### config.mk
export PLATFORM = sky130hd
export DESIGN_NAME = adc_readout_ctrl
export DESIGN_NICKNAME = d
export VERILOG_FILES = /design/src/rtl/adc_rdo_pkg.sv /design/src/rtl/rdo_guard.sv /design/src/rtl/rdo_bitclk.sv /design/src/rtl/rdo_decode.sv /design/src/rtl/adc_readout_ctrl.sv
export SDC_FILE = /design/constraint.sdc
export NUM_CORES = 1
export LEC_CHECK = 0
export BUFFER_PORTS_ARGS = -buffer_cell sky130_fd_sc_hd__buf_2
export CAP_MARGIN = 20
export CORE_MARGIN = 2
export CORE_UTILIZATION = 55
export CTS_BUF_LIST = sky130_fd_sc_hd__clkbuf_8
export CTS_CLUSTER_SIZE = 40
export DETAILED_ROUTE_END_ITERATION = 8
export PLACE_DENSITY = 0.72
export SETUP_SLACK_MARGIN = 0.4
export SLEW_MARGIN = 15
export SYNTH_ARGS = -nofsm -noshare
export SYNTH_HDL_FRONTEND = slang
export SYNTH_SLANG_ARGS = --single-unit
### constraint.sdc
create_clock -name clk -period 3.9 [get_ports clk]
set_clock_uncertainty 0.1 [all_clocks]
set_input_delay 0.585 -clock clk [delete_from_list [all_inputs] [get_ports clk]]
set_output_delay 0.585 -clock clk [all_outputs]
set_load 0.005 [all_outputs]
### src/rtl/adc_rdo_pkg.sv
package adc_rdo_pkg;
  typedef enum logic [0:0] {
    RD_IDLE = 1'b0,
    RD_RUN  = 1'b1
  } rd_state_e;

  // Bit position of the offset-binary zero point inside a word of width w
  function automatic int zero_pos(input int w);
    return w - 8;
  endfunction
endpackage

### src/rtl/rdo_guard.sv
module rdo_guard #(
  parameter int GUARD = 16,
  parameter int DIV   = 4,
  parameter int CNT_W = 16
) (
  input  logic clk,
  input  logic rst_n,
  input  logic tgl,
  input  logic bit_go,
  output logic quiet
);
  localparam logic [CNT_W-1:0] CNT_MAX = '1;
  localparam int               SUM_W   = CNT_W + 2;

  logic             tgl_q;
  logic             seen;
  logic             ivl_ok;
  logic [CNT_W-1:0] cnt;
  logic [CNT_W-1:0] ivl;
  logic             tgl_edge;
  logic             post_block;
  logic             pre_block;
  logic [SUM_W-1:0] reach;

  assign tgl_edge   = tgl ^ tgl_q;
  assign post_block = (cnt < CNT_W'(GUARD));
  assign reach      = {2'b00, cnt} + SUM_W'(GUARD + DIV);
  assign pre_block  = ivl_ok && (reach >= {2'b00, ivl});
  assign quiet      = !tgl_edge && !post_block && !pre_block;

  always_ff @(posedge clk) begin
    if (!rst_n) begin
      tgl_q  <= 1'b0;
      seen   <= 1'b0;
      ivl_ok <= 1'b0;
      cnt    <= CNT_MAX;
      ivl    <= '0;
    end else if (tgl_edge) begin
      tgl_q  <= tgl;
      seen   <= 1'b1;
      ivl_ok <= seen && (cnt != CNT_MAX);
      ivl    <= cnt + 1'b1;
      cnt    <= '0;
    end else if (cnt != CNT_MAX) begin
      cnt <= cnt + 1'b1;
    end
  end

  // a bit never starts inside the window that follows a toggle edge
  a_r8_post_window: assert property (@(posedge clk) disable iff (!rst_n)
    bit_go |-> (!tgl_edge && cnt >= CNT_W'(GUARD)))
    else $error("bit started inside post-toggle guard");

  // a bit never starts when it could run into the predicted next edge
  a_r9_pre_window: assert property (@(posedge clk) disable iff (!rst_n)
    (bit_go && ivl_ok) |-> (reach < {2'b00, ivl}))
    else $error("bit started inside pre-toggle guard");
endmodule

### src/rtl/rdo_bitclk.sv
module rdo_bitclk #(
  parameter int DIV = 4
) (
  input  logic clk,
  input  logic rst_n,
  input  logic req,
  output logic go,
  output logic busy,
  output logic sclk
);
  localparam int PH_W = $clog2(DIV);
  localparam int HALF = DIV / 2;

  logic [PH_W-1:0] ph;

  assign go = req && !busy;

  always_ff @(posedge clk) begin
    if (!rst_n) begin
      busy <= 1'b0;
      sclk <= 1'b0;
      ph   <= '0;
    end else if (go) begin
      busy <= 1'b1;
      sclk <= 1'b1;
      ph   <= PH_W'(1);
    end else if (busy) begin
      if (ph == PH_W'(HALF)) sclk <= 1'b0;
      if (ph == PH_W'(DIV - 1)) begin
        busy <= 1'b0;
        ph   <= '0;
      end else begin
        ph <= ph + 1'b1;
      end
    end
  end

  // the clock stays high at least two cycles once it rises
  a_r2_high_hold: assert property (@(posedge clk) disable iff (!rst_n)
    $rose(sclk) |=> sclk)
    else $error("data clock high phase too short");

  // outside a bit slot the data clock is low
  a_r1_idle_low: assert property (@(posedge clk) disable iff (!rst_n)
    !busy |-> !sclk)
    else $error("data clock high while no bit is in flight");
endmodule

### src/rtl/rdo_decode.sv
module rdo_decode
  import adc_rdo_pkg::*;
#(
  parameter int WIDE   = 20,
  parameter int NARROW = 16,
  parameter int CH_W   = 5,
  parameter int OUT_W  = WIDE + 1
) (
  input  logic             clk,
  input  logic             rst_n,
  input  logic             ld,
  input  logic [WIDE-1:0]  ld_word,
  input  logic             ld_fmt,
  input  logic [CH_W-1:0]  ld_chan,
  output logic             can_ld,
  output logic             out_valid,
  input  logic             out_ready,
  output logic [CH_W-1:0]  out_chan,
  output logic [OUT_W-1:0] out_data
);
  localparam int ZP_WIDE   = zero_pos(WIDE);
  localparam int ZP_NARROW = zero_pos(NARROW);
  localparam logic [OUT_W-1:0] ZERO_WIDE   = OUT_W'(1) << ZP_WIDE;
  localparam logic [OUT_W-1:0] ZERO_NARROW = OUT_W'(1) << ZP_NARROW;

  logic [OUT_W-1:0] ext;
  logic [OUT_W-1:0] res;

  always_comb begin
    if (ld_fmt) ext = OUT_W'(ld_word);
    else        ext = OUT_W'(ld_word[NARROW-1:0]);
    res = ext - (ld_fmt ? ZERO_WIDE : ZERO_NARROW);
  end

  assign can_ld = !out_valid || out_ready;

  always_ff @(posedge clk) begin
    if (!rst_n) begin
      out_valid <= 1'b0;
      out_chan  <= '0;
      out_data  <= '0;
    end else if (ld) begin
      out_valid <= 1'b1;
      out_chan  <= ld_chan;
      out_data  <= res;
    end else if (out_ready) begin
      out_valid <= 1'b0;
    end
  end

  // a stalled word stays put
  a_r5_hold: assert property (@(posedge clk) disable iff (!rst_n)
    (out_valid && !out_ready) |=> (out_valid && $stable(out_chan) && $stable(out_data)))
    else $error("stalled output changed");

  // no load may overwrite a word the consumer has not taken
  a_r5_no_clobber: assert property (@(posedge clk) disable iff (!rst_n)
    ld |-> (!out_valid || out_ready))
    else $error("word loaded over a pending one");
endmodule

### src/rtl/adc_readout_ctrl.sv
module adc_readout_ctrl
  import adc_rdo_pkg::*;
#(
  parameter int N_CH   = 32,
  parameter int WIDE   = 20,
  parameter int NARROW = 16,
  parameter int DIV    = 4,
  parameter int GUARD  = 16,
  parameter int CNT_W  = 16,
  localparam int CH_W  = $clog2(N_CH),
  localparam int OUT_W = WIDE + 1
) (
  input  logic             clk,
  input  logic             rst_n,
  input  logic             fmt_wide,
  input  logic             dv_n,
  input  logic             sdi,
  input  logic             conv_tgl,
  output logic             sclk,
  output logic             out_valid,
  input  logic             out_ready,
  output logic [CH_W-1:0]  out_chan,
  output logic [OUT_W-1:0] out_data,
  output logic             done,
  output logic             overrun
);
  localparam int BIT_W = $clog2(WIDE);
  localparam logic [BIT_W-1:0] LAST_WIDE   = BIT_W'(WIDE - 1);
  localparam logic [BIT_W-1:0] LAST_NARROW = BIT_W'(NARROW - 1);
  localparam logic [CH_W-1:0]  TOP_CH      = CH_W'(N_CH - 1);

  rd_state_e        state;
  logic             dv_q;
  logic             dv_fall;
  logic             fmt_q;
  logic [BIT_W-1:0] bit_idx;
  logic [CH_W-1:0]  ch_idx;
  logic [WIDE-2:0]  shreg;
  logic             all_loaded;
  logic             last_bit;
  logic             quiet;
  logic             can_ld;
  logic             req;
  logic             go;
  logic             busy;
  logic             ld;
  logic             last_take;

  assign dv_fall   = dv_q && !dv_n;
  assign last_bit  = (bit_idx == (fmt_q ? LAST_WIDE : LAST_NARROW));
  assign req       = (state == RD_RUN) && !all_loaded && quiet && (!last_bit || can_ld);
  assign ld        = go && last_bit;
  assign last_take = (state == RD_RUN) && all_loaded && out_valid && out_ready
                     && (out_chan == '0);

  rdo_guard #(.GUARD(GUARD), .DIV(DIV), .CNT_W(CNT_W)) u_guard (
    .clk    (clk),
    .rst_n  (rst_n),
    .tgl    (conv_tgl),
    .bit_go (go),
    .quiet  (quiet)
  );

  rdo_bitclk #(.DIV(DIV)) u_bitclk (
    .clk   (clk),
    .rst_n (rst_n),
    .req   (req),
    .go    (go),
    .busy  (busy),
    .sclk  (sclk)
  );

  rdo_decode #(.WIDE(WIDE), .NARROW(NARROW), .CH_W(CH_W), .OUT_W(OUT_W)) u_decode (
    .clk       (clk),
    .rst_n     (rst_n),
    .ld        (ld),
    .ld_word   ({shreg, sdi}),
    .ld_fmt    (fmt_q),
    .ld_chan   (ch_idx),
    .can_ld    (can_ld),
    .out_valid (out_valid),
    .out_ready (out_ready),
    .out_chan  (out_chan),
    .out_data  (out_data)
  );

  always_ff @(posedge clk) begin
    if (!rst_n) dv_q <= 1'b1;
    else        dv_q <= dv_n;
  end

  always_ff @(posedge clk) begin
    if (!rst_n) begin
      state      <= RD_IDLE;
      fmt_q      <= 1'b1;
      bit_idx    <= '0;
      ch_idx     <= TOP_CH;
      shreg      <= '0;
      all_loaded <= 1'b0;
      done       <= 1'b0;
      overrun    <= 1'b0;
    end else begin
      done <= 1'b0;
      case (state)
        RD_IDLE: begin
          if (dv_fall) begin
            state      <= RD_RUN;
            fmt_q      <= fmt_wide;
            bit_idx    <= '0;
            ch_idx     <= TOP_CH;
            all_loaded <= 1'b0;
            overrun    <= 1'b0;
          end
        end
        RD_RUN: begin
          if (dv_fall) overrun <= 1'b1;
          if (go) begin
            shreg <= {shreg[WIDE-3:0], sdi};
            if (last_bit) begin
              bit_idx <= '0;
              if (ch_idx == '0) all_loaded <= 1'b1;
              else              ch_idx     <= ch_idx - 1'b1;
            end else begin
              bit_idx <= bit_idx + 1'b1;
            end
          end
          if (last_take) begin
            done  <= 1'b1;
            state <= RD_IDLE;
          end
        end
        default: state <= RD_IDLE;
      endcase
    end
  end

  // no bit is clocked while idle
  a_r1_no_idle_bits: assert property (@(posedge clk) disable iff (!rst_n)
    (state == RD_IDLE) |-> !go)
    else $error("bit clocked while idle");

  // the first word of a readout belongs to the top channel
  a_r3_first_chan: assert property (@(posedge clk) disable iff (!rst_n)
    ($rose(state == RD_RUN)) |-> (ch_idx == TOP_CH))
    else $error("readout did not start at the top channel");

  // done follows the handshake of channel 0 and lasts one cycle
  a_r6_done_after_last: assert property (@(posedge clk) disable iff (!rst_n)
    done |-> $past(out_valid && out_ready && out_chan == '0))
    else $error("done without final handshake");

  a_r6_done_pulse: assert property (@(posedge clk) disable iff (!rst_n)
    done |=> !done)
    else $error("done longer than one cycle");

  // a strobe edge during a readout flags an overrun
  a_r7_overrun_set: assert property (@(posedge clk) disable iff (!rst_n)
    (state == RD_RUN && dv_q && !dv_n) |=> overrun)
    else $error("overrun not flagged");
endmodule

======== After elaboration in Yosys (flattened, before gate mapping) ========
Index checks and enable logic that the tools add are counted.
operators by class
  eq/ne operators ......................... 10
  bitwise operators ....................... 3
  reduce and logical (&&, ||, !) cells .... 39
  $add $sub $neg .......................... 6
  order comparisons ....................... 2
  mux-type cells .......................... 36
operator list
  cell                                                    number
  2-to-1 mux 5 bit                                        8
  2-to-1 mux 16 bit                                       2
  subtractor 20 x 21 -> 21 bit                            1
  2-to-1 mux 20 bit                                       1
  case mux 5 bit (2 select lines)                         2
  >= comparator 18 x 16 -> 1 bit                          1
  2-to-1 mux 1 bit                                        18
  adder 16 x 5 -> 17 bit (second input constant)          1
  adder 16 x 1 -> 16 bit (second input constant)          1
  < comparator 16 x 5 -> 1 bit (second input constant)    1
  inequality test 16 bit (second input constant)          1
  logical AND 1 bit                                       14
  2-to-1 mux 13 bit                                       1
  AND reduction 2 bit                                     6
  zero test 5 bit                                         2
  zero test 1 bit                                         8
  inequality test 2 x 1 -> 1 bit (second input constant)  4
  AND reduction 4 bit                                     2
  nonzero test 2 bit                                      4
  case mux 1 bit (2 select lines)                         3
  adder 5 x 1 -> 5 bit (second input constant)            1
  equality test 5 bit                                     1
  subtractor 5 x 1 -> 5 bit (second input constant)       1
  equality test 2 bit (second input constant)             2
  other kinds (7)                                         10
storage, ports and cells
  output and inout bits ................... 30
  word-level logic and storage cells ...... 117
  bits of input ports ..................... 7
  register bits after elaboration ......... 101

======== Depth between registers and ports, before layout ========
Gate-level depths: netlist of run 1.
  word-level depth ........................ 10
  depth in mapped cells ................... 14

======== Cells and area by module ========
A second synthesis of run 1 with hierarchy kept.
second synthesis, totals
  cells, all modules ...................... 572
  area total of the unflattened synthesis .. 5,071.1 µm²
by module, submodules not included
  module            cells each  times used  area an instance (µm²)
  rdo_guard         249         1           2,124.5
  adc_readout_ctrl  179         1           1,516.5
  rdo_decode        126         1           1,239.9
  rdo_bitclk        18          1           190.2

======== Worst setup path before layout of run 1 ========
No wires, ideal clock.
  path type ............................... register to register
  start point ............................. register u_guard.cnt[2]
  end point ............................... register ch_idx[3]
  stages on the path, launching flop included .. 13
  arrival time ............................ 2.860 ns
  clock period less this slack ............ 3.080 ns
  buffers on the path ..................... 0
  slack ................................... 0.820 ns
  cell sequence ........................... dfxtp_1 ha_1 o211ai_1 nor2_1 xor2_1 ha_1 o21ai_0 nor2_1 o31a_1 o31a_4 nor4b_4 o21ai_0 o31a_1
between the ends
  cells in the longest elaborated chain, start to end .. 10
RTL lines
  element                                            RTL line                 text
  from (decl)                                        rdo_guard.sv:18          logic [CNT_W-1:0] cnt;
  from (signal assigned)                             rdo_guard.sv:45          cnt <= cnt + 1'b1;
  adder 16 x 5 -> 17 bit                             rdo_guard.sv:27          assign reach = {2'b00, cnt} + SUM_W'(GUARD + DIV);
  >= comparator 18 x 16 -> 1 bit                     rdo_guard.sv:28          assign pre_block = ivl_ok && (reach >= {2'b00, ivl});
  logical AND 1 bit                                  rdo_guard.sv:28
  zero test 1 bit                                    rdo_guard.sv:29          assign quiet = !tgl_edge && !post_block && !pre_block;
  logical AND 1 bit *                                rdo_guard.sv:29
  logical AND 1 bit * (2 in series)                  adc_readout_ctrl.sv:51   assign req = (state == RD_RUN) && !all_loaded && quiet && (!last_bit || can_ld);
  logical AND 1 bit *                                rdo_bitclk.sv:16         assign go = req && !busy;
  inequality test 2 x 1 -> 1 bit (no source line) *  -
  AND reduction 4 bit (no source line) *             -
  to (signal assigned)                               adc_readout_ctrl.sv:122  else ch_idx <= ch_idx - 1'b1;
  to (decl)                                          adc_readout_ctrl.sv:37   logic [CH_W-1:0] ch_idx;
Every way passes the cells marked *; elsewhere a longest branch is shown, timed or not.
A chain may end at the register's enable or synchronous reset.

======== Worst setup path in the final report of run 1 ========
  start point ............................. register u_guard.cnt[2]
  end point ............................... register bit_idx[3]
between the ends
  cells in the longest elaborated chain, start to end .. 10
RTL lines
  element                                            RTL line                 text
  adder 16 x 5 -> 17 bit                             rdo_guard.sv:27
  >= comparator 18 x 16 -> 1 bit                     rdo_guard.sv:28
  logical AND 1 bit                                  rdo_guard.sv:28
  zero test 1 bit                                    rdo_guard.sv:29
  logical AND 1 bit *                                rdo_guard.sv:29
  logical AND 1 bit * (2 in series)                  adc_readout_ctrl.sv:51
  logical AND 1 bit *                                rdo_bitclk.sv:16
  inequality test 2 x 1 -> 1 bit (no source line) *  -
  AND reduction 2 bit (no source line) *             -
  to (signal assigned)                               adc_readout_ctrl.sv:124  bit_idx <= bit_idx + 1'b1;
  to (decl)                                          adc_readout_ctrl.sv:36   logic [BIT_W-1:0] bit_idx;
Marks and branches as above.

==> qor.txt, run 1 <==
Mapped Area - 5050 µm²
Mapped Cells - 613
Ports - 37
cell taking the most area after synthesis - dfxtp_1
CTS tree - yes
I/O Buffers - 36
gr usage total - 22.5%
fmax - 295 MHz
Netlist cell types - 57
Syn Area/Cell - 8.25 µm²
slack of the worst reg-to-reg path - 0.51 ns
FF+latch count, synth - 101
ANT cells - 0
CP Cell Sequence - ha_2, o211ai_1, buf_4, nor3_1, xor2_1, ha_1, nand4_1, nor2_1, o31a_1, o31a_4, nor3_4, buf_12, o21ai_0, a32o_1
total die area - 9970 µm²
Via Count - 4,237
CP max-delay cell - dfxtp_1
H-tree levels - 3
initial antenna violation count - 0
Row Count - 34
DRC viols - 0
Post-DRT Antenna Nets - 0
Setup crit end kind - flop
Top delay family on crit path - compound AO/OA/AOI/OAI gates
Data arrival, critical path - 3.56 ns
Post-DP HPWL - 7280 µm
Clk pin slew, worst setup/hold paths - 0.10 ns
Ys Warns - 0
hold crit path type - input port to flop
Syn Nets - 646
pin count of the biggest net entering global routing - 82
fill count - 761
worst path buffer plus inverter count - 2
crit start category - flop
Area growth, synth to finish - 9.21%
Slew Limit Fails - 0
Routed WL - 10,700 µm
later-pin clock latency in the skew report - 0.38 ns
vias in the first global route - 3,956
final period utilization - 87.0%
outcome - finished clean
ys async rst share - 0%
first-pass GRT wire length - 18,400 µm
core area - 8810 µm²
die width - 99.9 µm
Longest Clk Path Bufs - 2
predominant post-synthesis flop cell - dfxtp_1
starting density of the core - 57.4%
Slew @ Worst Pin - 0.734 ns
final setup TNS - 0 ns
Setup CP Type - flop to flop
via/cell ratio - 5.68
Synth area leaders - dfxtp_1 (40%), ha_1 (6.4%), o21ai_0 (6.4%)
most frequent cells in the layout - dfxtp_1 (100), nand2_1 (75), o21ai_0 (65), nor2_1 (64), nand3_1 (46)
nets - 666
Peak VDD IR - 0.000204 V
final-report hold violation count - 0
Max-slew headroom - 51.1%
Avg WL per Cell - 14.3 µm
total clock sinks - 101
fin crit period - 3.39 ns
WP data required - 4.06 ns
fraction of layout cells with a size suffix above 1 - 13.2%
RSZ-0062 raised after global routing - true
Final setup viols - 0
number of buffers created by CTS - 9
Post-synth EDFFs - 0
leakage power - 2.16 nW
post-synthesis sequential area ratio - 40.0%
top-area cell type share of the netlist area - 40.0%
Power Density - 388 nW/µm²
Root Buffer - clkbuf_8
DRT iter0 DRCs - 207
CP max stage delay - 0.44 ns
final global-route overflow total - 0
Max FO, Critical Path - 26
RD Place Congestion - 0.915
Chip Height - 99.9 µm
router iterations before antenna repair - 5
Fin Hold WS - 0.311 ns
most common cell after layout, fill and taps aside - dfxtp_1
max-cap viol count - 0
where the power goes:
part | internal [W] | switching, W
logic | 0.000166 | 0.000236
clock network | 0.000234 | 0.000369
registers | 0.00108 | 0.0000539
total | 0.00148 | 0.000659
worst paths after layout:
kind,startpoint,end,cells after the start
max,u_guard.cnt[2],bit_idx[3],14
min,dv_n,dv_q,2
max reg2reg,u_guard.cnt[2],bit_idx[3],14
min reg2reg,u_decode.out_data[19],u_decode.out_data[19],2
state kept, by name, indices dropped and copies added, names as in the netlist, 2 cells and up:
| signal | flops |
|---|---|
| u_guard.ivl | 16 |
| u_guard.cnt | 16 |
| u_bitclk.ph | 2 |
| bit_idx | 5 |
| shreg | 19 |
| ch_idx | 5 |
| u_decode.out_data | 21 |
| u_decode.out_chan | 5 |
per-stage QoR:
| step | instance area [µm²] | setup slack (ns) | cells | utilization, % | total power (W) |
|---|---|---|---|---|---|
| 3_3_place_gp | 5280 | 0.599 | 727 | 59.9 | 0.00152 |
| 3_5_place_dp | 5280 | 0.510 | 727 | 59.9 | 0.00154 |
| 6_report | 5520 | 0.507 | 746 | 62.7 | 0.00214 |
| 5_1_grt | 5520 | 0.326 | 746 | 62.7 | 0.00226 |
| 4_1_cts | 5450 | 0.487 | 743 | 61.9 | 0.00214 |
| 2_1_floorplan | 5050 | 0.820 | 613 | - | 0.00145 |
cell type report:
type,instances,area [µm²],share of cell area (%)
Clock buffer,9,124,2.24
Tap cell,108,135,2.45
Multi-Input combinational cell,440,2740,49.6
Timing Repair Buffer,48,325,5.89
Sequential cell,101,2020,36.7
Inverter,33,124,2.24
Clock inverter,7,51.3,0.929
logic make-up after synthesis:
logic type,synth area share (%)
AO/OA/AOI/OAI,17.0
XOR/XNOR,5.89
adder cells (fa/ha/maj),6.44
buffers and inverters,6.09
flip-flops,40.0
multiplexers,0.792
AND/OR/NAND/NOR,23.8
worst reg2reg max path: cells and delay by family (launching register included):
| family | cells | cell delay, ns |
|---|---|---|
| adder cells (fa/ha/maj) | 2 | 0.55 |
| XOR/XNOR | 1 | 0.19 |
| flip-flops | 1 | 0.44 |
| AO/OA/AOI/OAI | 5 | 0.88 |
| buffers and inverters | 2 | 0.39 |
| AND/OR/NAND/NOR | 4 | 0.74 |
cells in the mapped netlist (2+ instances only):
cell      instances
dfxtp_1         101
o22a_1            2
nand3_1          46
a21boi_0          2
a211oi_2          5
nor3_1           12
xnor2_1          23
o21ai_0          65
nor4_1            4
a211oi_1         18
inv_1            32
o31a_1            2
o211ai_1          2
xor2_1           11
nor3_4            2
nand2_1          75
clkbuf_1         21
ha_1             26
a32o_1            3
buf_1             3
or3_1             2
nor4b_1           2
nand2b_1          8
buf_2            12
a21oi_1          12
o21ai_1           2
o31ai_1           3
nor2_1           64
and2_1            4
mux2i_1           4
buf_6             3
nor2b_1           4
nand4_1           9
a311oi_1          2
a31oi_1           3
and3_1            3
layer usage:
layer | global-route usage (%) | up-vias | share of wire (%)
met5 | 0 | - | 0
met4 | 8.75 | 0 | 2.5
met3 | 3.06 | 19 | 4.5
met2 | 35.3 | 115 | 46
met1 | 31.8 | 1950 | 47
li1 | - | 2153 | -
repair_timing:
item                                    CTS  global route
endpoints found under the setup margin    0            42
gates resized for setup                   0             4
buffers inserted                          0             2
hold buffers                              0             0
(Power assumes the default switching activity.)
==> inputs of run 2 (changes only) <==
--- a/config.mk
+++ b/config.mk
@@ -8,13 +8,14 @@
 export BUFFER_PORTS_ARGS = -buffer_cell sky130_fd_sc_hd__buf_2
 export CAP_MARGIN = 20
 export CORE_MARGIN = 2
-export CORE_UTILIZATION = 55
+export CORE_UTILIZATION = 62
 export CTS_BUF_LIST = sky130_fd_sc_hd__clkbuf_8
 export CTS_CLUSTER_SIZE = 40
 export DETAILED_ROUTE_END_ITERATION = 8
-export PLACE_DENSITY = 0.72
+export PLACE_DENSITY = 0.8
 export SETUP_SLACK_MARGIN = 0.4
 export SLEW_MARGIN = 15
 export SYNTH_ARGS = -nofsm -noshare
 export SYNTH_HDL_FRONTEND = slang
+export SYNTH_HIERARCHICAL = 1
 export SYNTH_SLANG_ARGS = --single-unit
==> qor.txt, run 2 <==
Ys Warns - 6 (was 0)
Post-synth top cells - dfxtp_1 (101), nand2_1 (70), o21ai_0 (35) (was dfxtp_1 (101), nand2_1 (75), o21ai_0 (65))
first-pass GRT wire length - 19,500 µm (was 18,400 µm)
Max-slew headroom - 33.4% (was 51.1%)
DRT iter0 DRCs - 308 (was 207)
Avg WL per Cell - 16.4 µm (was 14.3 µm)
hold crit path type - input port to flop (unchanged)
pin count of the biggest net entering global routing - 74 (was 82)
pre-CTS setup slack - -0.0626 ns (was 0.510 ns)
max-cap viol count - 0 (unchanged)
crit start category - flop (unchanged)
RD Place Congestion - 0.917 (was 0.915)
Final setup viols - 0 (unchanged)
Setup CP Type - flop to flop (unchanged)
Slew @ Worst Pin - 0.999 ns (was 0.734 ns)
Hold-fix buffers, CTS - 0 (unchanged)
via/cell ratio - 5.97 (was 5.68)
fraction of layout cells with a size suffix above 1 - 21.5% (was 13.2%)
number of buffers created by CTS - 9 (unchanged)
Regs by FF count - u_decode/out_data: 21 flops, shreg: 19 flops (was u_decode.out_data: 21 flops, shreg: 19 flops)
Hold Path End - dv_q (unchanged)
HP Start - dv_n (unchanged)
H-tree levels - 3 (unchanged)
total die area - 8920 µm² (was 9970 µm²)
fin crit period - 3.73 ns (was 3.39 ns)
Setup crit end kind - flop (unchanged)
Power Density - 380 nW/µm² (was 388 nW/µm²)
worst flop-to-flop path endpoint - u_decode/out_data[19] (was bit_idx[3])
slack of the worst reg-to-reg path - 0.17 ns (was 0.51 ns)
Clk pin slew, worst setup/hold paths - 0.10 ns (about the same)
Ports - 37 (unchanged)
Largest register FFs - 21 (unchanged)
design area - 5920 µm² (was 5520 µm²)
later-pin clock latency in the skew report - 0.36 ns (was 0.38 ns)
I/O Buffers - 36 (unchanged)
Final WS setup - 0.175 ns (was 0.507 ns)
Mapped Area - 5070 µm² (was 5050 µm²)
Peak VDD IR - 0.000252 V (was 0.000204 V)
Netlist cell types - 63 (was 57)
most numerous cell in the Yosys netlist - dfxtp_1 (unchanged)
Via Count - 4,355 (was 4,237)
Syn Area/Cell - 8.87 µm² (was 8.25 µm²)
crit path launch - u_guard/cnt[3] (was u_guard.cnt[2])
starting density of the core - 65.0% (was 57.4%)
R2R depth - 19 (was 14)
Slew Limit Fails - 0 (unchanged)
initial antenna violation count - 0 (unchanged)
leakage power - 2.33 nW (was 2.16 nW)
Max FO, Critical Path - 5 (was 26)
Post-synth EDFFs - 0 (unchanged)
gr usage total - 27.4% (was 22.5%)
r2r startpoint - u_guard/cnt[3] (was u_guard.cnt[2])
fmax - 268 MHz (was 295 MHz)
Final Util - 75.8% (was 62.7%)
Cell Area, Placed - 5340 µm² (was 5280 µm²)
final period utilization - 95.5% (was 87.0%)
predominant post-synthesis flop cell - dfxtp_1 (unchanged)
CTS tree - yes (unchanged)
Syn Nets - 604 (was 646)
ANT cells - 0 (unchanged)
ys async rst share - 0% (unchanged)
nets - 655 (was 666)
core area - 7810 µm² (was 8810 µm²)
final global-route overflow total - 0 (unchanged)
Chip Height - 94.4 µm (was 99.9 µm)
total clock sinks - 101 (unchanged)
DRC viols - 0 (unchanged)
most frequent cells in the layout - dfxtp_1 (97), nand2_1 (69), buf_2 (36), o21ai_0 (31), inv_1 (31) (was dfxtp_1 (100), nand2_1 (75), o21ai_0 (65), nor2_1 (64), nand3_1 (46))
Post-DP HPWL - 7310 µm (was 7280 µm)
Longest Clk Path Bufs - 2 (unchanged)
Mapped Cells - 572 (was 613)
cell depth of the worst hold path - 2 (unchanged)
Area growth, synth to finish - 16.7% (was 9.21%)
outcome - finished clean (unchanged)
Synth area leaders - dfxtp_1 (40%), ha_1 (6.2%), nand2_1 (5.2%) (was dfxtp_1 (40%), ha_1 (6.4%), o21ai_0 (6.4%))
final-report hold violation count - 0 (unchanged)
final setup TNS - 0 ns (unchanged)
post-synthesis sequential area ratio - 39.9% (was 40.0%)
top-area cell type share of the netlist area - 39.9% (was 40.0%)
FF+latch count, synth - 101 (unchanged)
Root Buffer - clkbuf_8 (unchanged)
router iterations before antenna repair - 6 (was 5)
Data arrival, critical path - 3.86 ns (was 3.56 ns)
Post-DRT Antenna Nets - 0 (unchanged)
Row Count - 32 (was 34)
cell taking the most area after synthesis - dfxtp_1 (unchanged)
RSZ-0062 raised after global routing - true (unchanged)
vias in the first global route - 4,100 (was 3,956)
Routed WL - 12,000 µm (was 10,700 µm)
WP data required - 4.04 ns (was 4.06 ns)
fill count - 552 (was 761)
most common cell after layout, fill and taps aside - dfxtp_1 (unchanged)
Reg with most FFs - u_decode/out_data (was u_decode.out_data)
die width - 94.4 µm (was 99.9 µm)
-- run 2: critical path, cell delays in order (launching register included) --
cell	delay [ns]
dfxtp_4	0.37
ha_4	0.17
o211ai_1	0.17
buf_4	0.18
nor2_2	0.04
xor2_1	0.13
ha_1	0.28
nand4_1	0.13
buf_4	0.15
nor2_1	0.04
a41oi_1	0.20
o31ai_1	0.12
a221oi_2	0.25
nand2_1	0.09
nor3_2	0.16
and2b_2	0.22
and2_4	0.22
nand3_1	0.11
nor4_1	0.29
a211oi_1	0.15
-- run 2: worst max-delay path by stage --
stage,to,slack (ns)
3_5_place_dp,u_decode/out_data[19],-0.06
5_1_grt,ch_idx[0],-0.03
4_1_cts,u_decode/out_data[12],0.33
6_report,u_decode/out_data[19],0.17
2_1_floorplan,u_decode/out_data[11],0.40
3_3_place_gp,u_decode/out_data[19],0.13
-- run 2: per-layer routing --
metal / GRT usage, % / vias up / part of all wire, %
met2: 47.1 / 132 / 50
met4: 11.8 / 0 / 2.7
met5: 1.19 / - / 0
met1: 34.3 / 2088 / 44
li1: - / 2093 / -
met3: 3.67 / 42 / 4.2
-- run 2: per-stage QoR --
stage	hold slack, ns	power [W]	std cells
finish	0.340	0.00225	730
global placement	0.341	0.00150	693
detailed placement	0.352	0.00151	693
CTS	0.329	0.00222	721
global route	0.330	0.00235	730
floorplan	0.332	0.00143	572
-- run 2: logic make-up (layout without fill, tap and decap cells) --
logic type      Yosys count  in the layout  share of synthesized area (%)
compound gates          139            139                           18.5
simple gates            188            188                           19.7
xor+xnor                 40             40                           6.91
flops                   101            101                           39.9
buf+inv                  63            119                           5.75
fa+ha+maj                25             25                           6.17
mux                      16             16                           3.16
-- run 2: power by group --
part | internal [W] | total, W | switching, W
registers | 0.00108 | 0.00113 | 0.0000472
clock network | 0.000320 | 0.000696 | 0.000376
logic | 0.000185 | 0.000425 | 0.000240
-- run 2: area by class of cell --
type	instances	area (µm²)	share of cell area [%]
inverters	31	116	1.97
multi-input cells	408	2870	48.5
well taps	102	128	2.16
clock buffers	10	138	2.33
repair buffers	72	567	9.58
flip-flops and latches	101	2030	34.3
clock inverters	6	70.1	1.18
-- run 2: repair_timing --
item | 4_1_cts | 5_1_grt
setup buffers | 11 | 9
resized for setup | 24 | 24
endpoints found under the hold margin | 0 | 0
cloned | 1 | 0
setup endpoints to repair | 57 | 57
pin swaps | 6 | 11
